`src/rtl/can_bt_pkg.sv`:
```
package can_bt_pkg;
  typedef enum logic [1:0] {
    SEG_SYNC = 2'd0,
    SEG_PROP = 2'd1,
    SEG_PH1  = 2'd2,
    SEG_PH2  = 2'd3
  } seg_e;

  // information processing time floor for automatic phase 2
  localparam int unsigned IPT_TQ = 3;

  function automatic logic maj3(input logic a, input logic b, input logic c);
    return (a & b) | (a & c) | (b & c);
  endfunction
endpackage

```
`src/rtl/can_bt_cfg.sv`:
```
module can_bt_cfg
  import can_bt_pkg::*;
#(
  parameter int unsigned FLD_W = 3,
  parameter int unsigned SJW_W = 2,
  localparam int unsigned CFG_W = 3 * FLD_W + 2 + SJW_W,
  localparam int unsigned LEN_W = FLD_W + 2
) (
  input  logic [CFG_W-1:0] cfg_i,
  output logic [LEN_W-1:0] prop_len_o,
  output logic [LEN_W-1:0] ph1_len_o,
  output logic [LEN_W-1:0] ph2_len_o,
  output logic [LEN_W-1:0] sjw_len_o,
  output logic             triple_o
);
  localparam int unsigned PH1_LSB  = FLD_W;
  localparam int unsigned TRI_BIT  = 2 * FLD_W;
  localparam int unsigned AUTO_BIT = 2 * FLD_W + 1;
  localparam int unsigned PH2_LSB  = 2 * FLD_W + 2;
  localparam int unsigned SJW_LSB  = 3 * FLD_W + 2;

  logic [LEN_W-1:0] ph2_prog;

  assign prop_len_o = {{(LEN_W-FLD_W){1'b0}}, cfg_i[FLD_W-1:0]} + LEN_W'(1);
  assign ph1_len_o  = {{(LEN_W-FLD_W){1'b0}}, cfg_i[PH1_LSB +: FLD_W]} + LEN_W'(1);
  assign ph2_prog   = {{(LEN_W-FLD_W){1'b0}}, cfg_i[PH2_LSB +: FLD_W]} + LEN_W'(1);
  assign sjw_len_o  = {{(LEN_W-SJW_W){1'b0}}, cfg_i[SJW_LSB +: SJW_W]} + LEN_W'(1);
  assign triple_o   = cfg_i[TRI_BIT];

  always_comb begin
    if (cfg_i[AUTO_BIT])
      ph2_len_o = (ph1_len_o > LEN_W'(IPT_TQ)) ? ph1_len_o : LEN_W'(IPT_TQ);
    else
      ph2_len_o = ph2_prog;
  end
endmodule

```
`src/rtl/can_bt_sampler.sv`:
```
module can_bt_sampler
  import can_bt_pkg::*;
(
  input  logic clk_i,
  input  logic rst_ni,
  input  logic tq_tick_i,
  input  logic half_tick_i,
  input  logic rx_i,
  input  logic triple_i,
  input  logic take_i,
  output logic edge_o,
  output logic sample_o,
  output logic bit_o
);
  logic rx_tq_q, rx_half_q, vote;

  assign edge_o = tq_tick_i & rx_tq_q & ~rx_i;
  assign vote   = triple_i ? maj3(rx_tq_q, rx_half_q, rx_i) : rx_i;

  always_ff @(posedge clk_i or negedge rst_ni) begin
    if (!rst_ni) begin
      rx_tq_q   <= 1'b1;
      rx_half_q <= 1'b1;
      sample_o  <= 1'b0;
      bit_o     <= 1'b1;
    end else begin
      if (tq_tick_i)   rx_tq_q   <= rx_i;
      if (half_tick_i) rx_half_q <= rx_i;
      sample_o <= take_i;
      if (take_i) bit_o <= vote;
    end
  end
endmodule

```
`src/rtl/can_bt_seq.sv`:
```
module can_bt_seq
  import can_bt_pkg::*;
#(
  parameter int unsigned LEN_W = 5
) (
  input  logic             clk_i,
  input  logic             rst_ni,
  input  logic             tq_tick_i,
  input  logic             edge_i,
  input  logic             bus_idle_i,
  input  logic [LEN_W-1:0] prop_len_i,
  input  logic [LEN_W-1:0] ph1_len_i,
  input  logic [LEN_W-1:0] ph2_len_i,
  input  logic [LEN_W-1:0] sjw_len_i,
  output logic             take_o,
  output logic             bit_start_o,
  output logic [1:0]       seg_o
);
  seg_e             seg_q, seg_n;
  logic [LEN_W-1:0] cnt_q, cnt_n, cnt_inc;
  logic [LEN_W-1:0] ext_q, ext_n, shr_q, shr_n;
  logic [LEN_W-1:0] ph1_lim, ph2_lim, off_n, rem_n;
  logic             done_q, done_n;
  logic             hard, resync;

  assign cnt_inc = cnt_q + LEN_W'(1);
  assign ph1_lim = ph1_len_i + ext_q;
  assign ph2_lim = ph2_len_i - shr_q;
  assign hard    = tq_tick_i & edge_i & bus_idle_i;
  assign resync  = tq_tick_i & edge_i & ~bus_idle_i & ~done_q;
  assign take_o  = tq_tick_i && (seg_q == SEG_PH1) && (cnt_inc >= ph1_lim);
  assign seg_o   = seg_q;

  always_comb begin
    seg_n  = seg_q;
    cnt_n  = cnt_inc;
    ext_n  = ext_q;
    shr_n  = shr_q;
    done_n = done_q;
    unique case (seg_q)
      SEG_SYNC: begin seg_n = SEG_PROP; cnt_n = '0; end
      SEG_PROP: if (cnt_inc >= prop_len_i) begin seg_n = SEG_PH1;  cnt_n = '0; end
      SEG_PH1:  if (cnt_inc >= ph1_lim)    begin seg_n = SEG_PH2;  cnt_n = '0; end
      SEG_PH2:  if (cnt_inc >= ph2_lim)    begin seg_n = SEG_SYNC; cnt_n = '0; end
      default:  begin seg_n = SEG_SYNC; cnt_n = '0; end
    endcase

    // position of the quantum about to start, in quanta after sync
    off_n = (seg_n == SEG_PROP) ? LEN_W'(1) + cnt_n : LEN_W'(1) + prop_len_i + cnt_n;
    rem_n = ph2_len_i - cnt_n;

    if (hard) begin
      seg_n = SEG_SYNC;
      cnt_n = '0;
    end else if (resync) begin
      unique case (seg_n)
        SEG_PROP, SEG_PH1: begin
          ext_n  = (off_n < sjw_len_i) ? off_n : sjw_len_i;
          done_n = 1'b1;
        end
        SEG_PH2: begin
          if (rem_n <= sjw_len_i) begin
            seg_n = SEG_SYNC;
            cnt_n = '0;
          end else begin
            shr_n  = sjw_len_i;
            done_n = 1'b1;
          end
        end
        default: ;
      endcase
    end

    if (seg_n == SEG_SYNC) begin
      ext_n  = '0;
      shr_n  = '0;
      done_n = hard;
    end
  end

  always_ff @(posedge clk_i or negedge rst_ni) begin
    if (!rst_ni) begin
      seg_q       <= SEG_SYNC;
      cnt_q       <= '0;
      ext_q       <= '0;
      shr_q       <= '0;
      done_q      <= 1'b0;
      bit_start_o <= 1'b0;
    end else begin
      bit_start_o <= tq_tick_i && (seg_n == SEG_SYNC);
      if (tq_tick_i) begin
        seg_q  <= seg_n;
        cnt_q  <= cnt_n;
        ext_q  <= ext_n;
        shr_q  <= shr_n;
        done_q <= done_n;
      end
    end
  end
endmodule

```
`src/rtl/can_bit_timing.sv`:
```
module can_bit_timing
  import can_bt_pkg::*;
#(
  parameter int unsigned FLD_W = 3,
  parameter int unsigned SJW_W = 2,
  localparam int unsigned CFG_W = 3 * FLD_W + 2 + SJW_W
) (
  input  logic             clk_i,
  input  logic             rst_ni,
  input  logic             tq_tick_i,
  input  logic             half_tick_i,
  input  logic             rx_i,
  input  logic             bus_idle_i,
  input  logic [CFG_W-1:0] cfg_i,
  output logic             sample_o,
  output logic             bit_o,
  output logic             bit_start_o,
  output logic [1:0]       seg_o
);
  localparam int unsigned LEN_W = FLD_W + 2;

  logic [LEN_W-1:0] prop_len, ph1_len, ph2_len, sjw_len;
  logic             triple, take, rx_edge;

  can_bt_cfg #(.FLD_W(FLD_W), .SJW_W(SJW_W)) u_cfg (
    .cfg_i      (cfg_i),
    .prop_len_o (prop_len),
    .ph1_len_o  (ph1_len),
    .ph2_len_o  (ph2_len),
    .sjw_len_o  (sjw_len),
    .triple_o   (triple)
  );

  can_bt_sampler u_smp (
    .clk_i       (clk_i),
    .rst_ni      (rst_ni),
    .tq_tick_i   (tq_tick_i),
    .half_tick_i (half_tick_i),
    .rx_i        (rx_i),
    .triple_i    (triple),
    .take_i      (take),
    .edge_o      (rx_edge),
    .sample_o    (sample_o),
    .bit_o       (bit_o)
  );

  can_bt_seq #(.LEN_W(LEN_W)) u_seq (
    .clk_i       (clk_i),
    .rst_ni      (rst_ni),
    .tq_tick_i   (tq_tick_i),
    .edge_i      (rx_edge),
    .bus_idle_i  (bus_idle_i),
    .prop_len_i  (prop_len),
    .ph1_len_i   (ph1_len),
    .ph2_len_i   (ph2_len),
    .sjw_len_i   (sjw_len),
    .take_o      (take),
    .bit_start_o (bit_start_o),
    .seg_o       (seg_o)
  );
endmodule

```
`config.mk`:
```
export PLATFORM = sky130hd
export DESIGN_NAME = can_bit_timing
export DESIGN_NICKNAME = d
export VERILOG_FILES = /design/src/rtl/can_bt_pkg.sv /design/src/rtl/can_bt_cfg.sv /design/src/rtl/can_bt_sampler.sv /design/src/rtl/can_bt_seq.sv /design/src/rtl/can_bit_timing.sv
export SDC_FILE = /design/constraint.sdc
export NUM_CORES = 1
export LEC_CHECK = 0
export CORE_MARGIN = 1
export CORE_UTILIZATION = 27
export CTS_BUF_LIST = sky130_fd_sc_hd__clkbuf_4
export DETAILED_ROUTE_END_ITERATION = 10
export GPL_TIMING_DRIVEN = 0
export SKIP_LAST_GASP = 1
export SLEW_MARGIN = 30
export SYNTH_ARGS = -nofsm -noshare
export SYNTH_HDL_FRONTEND = slang
export SYNTH_SLANG_ARGS = --single-unit
export TNS_END_PERCENT = 5
```
`constraint.sdc`:
```
create_clock -name clk_i -period 5.2 [get_ports clk_i]
set_clock_uncertainty 0.2 [all_clocks]
set_input_delay 0.52 -clock clk_i [delete_from_list [all_inputs] [get_ports clk_i]]
set_output_delay 0.52 -clock clk_i [all_outputs]
set_load 0.1 [all_outputs]
```
# After elaboration in Yosys (flattened, before gate mapping)
# Index checks and enable logic that the tools add are counted.
dict set report op_classes {
  reduce_logical 13
  n_eq_ne 9
  magnitude_cmp 6
  add_sub_neg 11
  muxes 35
  bitwise_logic 14
}
# cell count
set op_table {}
lappend op_table {{$mux W5} 20}
lappend op_table {{$pmux W5 S4} 1}
lappend op_table {{$mux W2} 7}
lappend op_table {{$add A3 B1 Y4 const B} 3}
lappend op_table {{$ge A5 B5 Y1} 2}
lappend op_table {{$reduce_and A5 Y1} 2}
lappend op_table {{$sub A5 B5 Y5} 2}
lappend op_table {{$and A1 B1 Y1} 9}
lappend op_table {{$eq A2 B2 Y1 const B} 4}
lappend op_table {{$pmux W2 S4} 1}
lappend op_table {{$reduce_bool A2 Y1} 3}
lappend op_table {{$add A1 B4 Y5 const A} 1}
lappend op_table {{$add A1 B5 Y5 const A} 1}
lappend op_table {{$add A4 B5 Y5} 1}
lappend op_table {{$add A5 B1 Y5 const B} 1}
lappend op_table {{$add A5 B5 Y5} 1}
lappend op_table {{$ge A5 B4 Y1} 1}
lappend op_table {{$gt A5 B2 Y1 const B} 1}
lappend op_table {{$le A5 B3 Y1} 1}
lappend op_table {{$lt A5 B3 Y1} 1}
lappend op_table {{$mux W1} 5}
lappend op_table {{$eq A2 B1 Y1 const B} 2}
lappend op_table {{$logic_not A2 Y1} 2}
lappend op_table {{$ne A2 B2 Y1 const B} 2}
lappend op_table {{other kinds (9)} 14}
dict set report word_totals {
  reg_bits 23
  wordCells 98
}

# Longest topological paths before layout
dict set report depth {
  word_depth 17
  depth_mapped 29
}

# By module
# From an unflattened synthesis, not the netlist that was laid out.
dict set report hier_totals {
  cells_unflattened 324
  hier_area_um2 2832.7
}
# module cells_per_inst area_per_inst_um2 n_inst
set by_module_without_submodules {}
lappend by_module_without_submodules {can_bt_seq 277 2423.6 1}
lappend by_module_without_submodules {can_bt_cfg 33 225.2 1}
lappend by_module_without_submodules {can_bt_sampler 14 183.9 1}

# Worst setup path before layout
# Ideal clock, no wire load.
dict set report synth_timing {
  path_kind {input port to flip-flop}
  startpoint {input port cfg_i[3]}
  endpoint {register u_seq.shr_q[1]}
  path_slack_ps -969
  arrival_time_ps 5848
  path_buffers 0
  setup_time_ps 121
  stages 27
  path_cell_list {ha_1 -> xor2_1 -> o211ai_1 -> o21a_1 -> ha_1 -> a21o_1 -> a21oi_1 -> xnor2_1 -> ha_1 -> a21o_1 -> a21oi_1 -> o21a_1 -> o21ai_2 -> a211oi_1 -> ha_1 -> fa_1 -> inv_1 -> ha_1 -> nor2b_1 -> o21ai_0 -> a32oi_1 -> or3_1 -> a2111oi_0 -> nor3_1 -> inv_1 -> a21oi_1 -> a22o_1}
}
dict set report synth_via {
  elab_chain_cells 17
}
# element line_no
set synth_rtl {}
lappend synth_rtl {{from (decl)} can_bit_timing.sv:14} ;# input logic [CFG_W-1:0] cfg_i,
lappend synth_rtl {{$add A3 B1 Y4 (*)} can_bt_cfg.sv:25} ;# assign ph1_len_o = {{(LEN_W-FLD_W){1'b0}}, cfg_i[PH1_LSB +: FLD_W]} + LEN_W'(1);
lappend synth_rtl {{$gt A5 B2 Y1} can_bt_cfg.sv:32} ;# ph2_len_o = (ph1_len_o > LEN_W'(IPT_TQ)) ? ph1_len_o : LEN_W'(IPT_TQ);
lappend synth_rtl {{$mux W5} can_bt_cfg.sv:32}
lappend synth_rtl {{$mux W5} can_bt_cfg.sv:31} ;# if (cfg_i[AUTO_BIT])
lappend synth_rtl {{$sub A5 B5 Y5} can_bt_seq.sv:28} ;# assign ph2_lim = ph2_len_i - shr_q;
lappend synth_rtl {{$ge A5 B5 Y1} can_bt_seq.sv:44} ;# SEG_PH2: if (cnt_inc >= ph2_lim) begin seg_n = SEG_SYNC; cnt_n = '0; end
lappend synth_rtl {{$mux W5} can_bt_seq.sv:44}
lappend synth_rtl {{$pmux W5 S4} can_bt_seq.sv:40} ;# unique case (seg_q)
lappend synth_rtl {{$sub A5 B5 Y5} can_bt_seq.sv:50} ;# rem_n = ph2_len_i - cnt_n;
lappend synth_rtl {{$le A5 B3 Y1} can_bt_seq.sv:62} ;# if (rem_n <= sjw_len_i) begin
lappend synth_rtl {{$mux W2} can_bt_seq.sv:62}
lappend synth_rtl {{$mux W2} can_bt_seq.sv:56} ;# unique case (seg_n)
lappend synth_rtl {{$mux W2} can_bt_seq.sv:55} ;# end else if (resync) begin
lappend synth_rtl {{$mux W2} can_bt_seq.sv:52} ;# if (hard) begin
lappend synth_rtl {{$logic_not A2 Y1} can_bt_seq.sv:74} ;# if (seg_n == SEG_SYNC) begin
lappend synth_rtl {{$ne A2 B2 Y1 (no source line) or $reduce_bool A2 Y1 (tied branches)} --}
lappend synth_rtl {{$reduce_and A5 Y1 (no source line)} --}
lappend synth_rtl {{to (signal assigned)} can_bt_seq.sv:95} ;# shr_q <= shr_n;
lappend synth_rtl {{to (decl)} can_bt_seq.sv:21} ;# logic [LEN_W-1:0] ext_q, ext_n, shr_q, shr_n;
# Mark *: on every way between the ends. The rest lies on a longest branch, timed or not.
# A chain may end at the register's enable or synchronous reset.

# Worst setup path in the final report
dict set report layout_timing {
  startpoint {input port cfg_i[3]}
  endpoint {register u_seq.cnt_q[0]}
}
dict set report layout_via {
  elab_chain_cells 14
}
# element line_no
set layout_rtl {}
lappend layout_rtl {{$add A3 B1 Y4 (*)} can_bt_cfg.sv:25}
lappend layout_rtl {{$gt A5 B2 Y1} can_bt_cfg.sv:32}
lappend layout_rtl {{$mux W5} can_bt_cfg.sv:32}
lappend layout_rtl {{$mux W5} can_bt_cfg.sv:31}
lappend layout_rtl {{$sub A5 B5 Y5} can_bt_seq.sv:28}
lappend layout_rtl {{$ge A5 B5 Y1} can_bt_seq.sv:44}
lappend layout_rtl {{$mux W5} can_bt_seq.sv:44}
lappend layout_rtl {{$pmux W5 S4} can_bt_seq.sv:40}
lappend layout_rtl {{$sub A5 B5 Y5} can_bt_seq.sv:50}
lappend layout_rtl {{$le A5 B3 Y1} can_bt_seq.sv:62}
lappend layout_rtl {{$mux W5} can_bt_seq.sv:62}
lappend layout_rtl {{$mux W5} can_bt_seq.sv:56}
lappend layout_rtl {{$mux W5 (*)} can_bt_seq.sv:55}
lappend layout_rtl {{$mux W5 (*)} can_bt_seq.sv:52}
lappend layout_rtl {{to (signal assigned)} can_bt_seq.sv:93} ;# cnt_q <= cnt_n;
lappend layout_rtl {{to (decl)} can_bt_seq.sv:20} ;# logic [LEN_W-1:0] cnt_q, cnt_n, cnt_inc;
# Marked as above.

==> impl_metrics.toml <==
[drt]
wl_um = 6750
vias = 2375
wl_per_cell_um = 14.9
first_pass_iters = 4
viasPerCell = 5.23
drc = 0
ant_nets = 0
drtIter0Drc = 111

[floorplanning]
coreArea_mm2 = 0.00889
rows = 34
chipHeight_um = 98.6
fp.dieW_um = 98.6
initial_core_util_pct = 28.3
pin_count = 24
die-area_mm2 = 0.00972

[power]
cellPowerDensity_mw_per_mm2 = 535
peakVddDrop_mv = 0.180
p_leak_nw = 1.55

[placed_design]
portBuffers = 23
dp_hpwl_um = 5270
routabilityCongestion = 0.857

[clock_network]
clkTransAtPathRegs_ps = 110
cts_buffer_depth = 2
tritoncts = "yes"
numCtsBuffers = 3
clk_latency_ps = 310
cts.sinks = 21
cts_root_buf = "clkbuf_4"
htree_num_levels = 1

[grt]
antenna_found_initial = 0
top_usage_layer = "met2"
met2_usage_pct = 25.6
grt_use_met1_pct = 18.4
grt_pass1_vias = 2360
gr-usage-all-layers_pct = 14.2
met3_usage_pct = 2.34
grt_overflow = 0
grt_pass1_wl_um = 11100
grt_max_degree = 22

[sta]
finalSetupViolations = 17
holdWs_ps = 342
relSlewSlack_pct = 35.6
hold_viol_final = 0
post-route-min-period_ps = 5580
fin_ws_ps = -376
rsz0062_at_grt = "yes"
min_period_over_period_pct = 107
worst_pin_slew_ps = 963
max_freq_ghz = 0.179
slew_violations = 0

[critical_path]
required_ps = 5180
rrSetupSlack_ps = -330
cp_slowest_stage_delay_ps = 420
regToRegStartpoint = "u_seq.cnt_q[0]"
crit_fanout = 7
crit_path_frequent_cell = "ha_4"
setup.worst_path.end_class = "flip-flop"
path_buf_inv = 3
reg2reg_depth = 22
crit_type = "primary input to flip-flop"
cp-start-kind = "primary input"
cp_slowest_cell = "fa_1"
r2r_end = "u_seq.ext_q[2]"
critPathTopFamily = "compound AO/OA/AOI/OAI gates"
arrival_ps = 5550

[min_path]
holdPathEnd = "u_seq.ext_q[3]"
hold_class = "flip-flop to flip-flop"
hold_depth = 1
min-delay-start = "u_seq.ext_q[3]"

[synth]
ys_ff_latch = 21
synth_nets = 363
synth_edf_count = 0
async_flop_share_pct = 100
synth_area_mm2 = 0.00252
yosysUniqueCellTypes = 55
yosysWarnings = 0
synthCells = 296
ys_seq_area_share_pct = 21.0
ys.flop_type = "dfrtp_1"
syn_area_per_cell_um2 = 8.51

[status]
status = "finished with violations"
violations = "negative setup slack"

[cells_and_area]
layout-drive-gt1-share_pct = 25.1
num_antenna_cells = 0
nets = 414
final_cell_mix = "39 x inv_1, 39 x ha_1, 20 x buf_4"
fin_util_pct = 37.8
syn2layout_area_growth_pct = 33.3

[job]
maxCapViolCount = 0
repair_timing:
item / in CTS / in global routing
endpoints found under the setup margin: 17 / 17
resized for setup: 43 / 15
hold buffers: 0 / 1
hold endpoints to repair: 0 / 18
pin swaps: 26 / 25
setup buffers: 11 / 11
logic make-up after synthesis:
| logic type | share of synthesized area (%) |
|---|---|
| flip-flops | 21.0 |
| multiplexers | 2.58 |
| buffers and inverters | 7.15 |
| XOR/XNOR | 5.51 |
| adder cells (fa/ha/maj) | 25.0 |
| AO/OA/AOI/OAI | 22.2 |
| AND/OR/NAND/NOR | 16.5 |
how the worst max path moves through the flow:
stage / start / end / slack [ps] / cells after the start
6_report: cfg_i[3] / u_seq.cnt_q[0] / -380 / 27
3_5_place_dp: cfg_i[3] / u_seq.cnt_q[4] / -1800 / 26
5_1_grt: u_seq.cnt_q[0] / u_seq.ext_q[2] / -540 / 22
2_1_floorplan: cfg_i[3] / u_seq.cnt_q[4] / -470 / 25
3_3_place_gp: cfg_i[3] / u_seq.cnt_q[4] / -1790 / 26
4_1_cts: cfg_i[4] / u_seq.shr_q[1] / -510 / 28
cell type report:
type                       count  area, µm²
multi-input combinational    229       2070
buffer                         3       18.8
timing repair buffer          46        410
fill                         895       5530
tap                          108        135
sequential                    21        529
inverter                      43        161
clock buffer                   4       30.0
layer usage:
metal	share of wire, %	wire [µm]
met5	0	0
met4	0.37	25
met3	4.1	276
met2	49	3320
met1	46	3130
per-stage QoR:
step	instances	worst slack [ps]	TNS (ps)	cell area (µm²)	power, mW
2_1_floorplan	296	-470	-6130	2620	1.17
3_3_place_gp	427	-1790	-27170	2980	1.43
3_5_place_dp	427	-1800	-27280	2980	1.45
4_1_cts	442	-507	-7610	3210	1.68
5_1_grt	454	-540	-8510	3360	1.95
6_report	454	-376	-5630	3360	1.80
worst register-to-register path: cells and delay by family, from the launching register on:
family                     cells  cell delay, ps
buffers and inverters          3             360
AOI/OAI and AO/OA              7            1220
and+or+nand+nor                7            1270
xor gates and xnor gates       1             280
adders and majority gates      4            1500
DFF                            1             670
synth_stat cells, drive strengths merged, types with 5 or more instances:
| cell | n | area share [%] |
|---|---|---|
| ha | 44 | 22 |
| inv | 43 | 6.4 |
| a21oi | 19 | 3.9 |
| dfrtp | 18 | 18 |
| o21ai | 17 | 3.5 |
| nand2 | 15 | 2.2 |
| nand3 | 15 | 3.2 |
| nor2 | 14 | 2.1 |
| xnor2 | 9 | 3.4 |
| and3 | 7 | 1.7 |
| a21o | 6 | 1.8 |
| nor2b | 6 | 1.5 |
| o22ai | 6 | 1.5 |
| xor2 | 6 | 2.1 |
| a211oi | 5 | 2.0 |
| nand2b | 5 | 1.2 |
flip-flops by register name (all words and copies together) (netlist names), 2 cells and up:
| signal | count |
|---|---|
| u_seq.cnt_q | 5 |
| u_seq.ext_q | 5 |
| u_seq.seg_o | 2 |
| u_seq.shr_q | 3 |
power breakdown:
group / internal, mW / leakage [nW] / switching, mW
logic: 0.620 / 1.26 / 0.849
registers: 0.204 / 0.274 / 0.0398
clock network: 0.0352 / 0.0184 / 0.0491
total: 0.859 / 1.55 / 0.938
No activity file was read; power rests on OpenSTA's default activity.
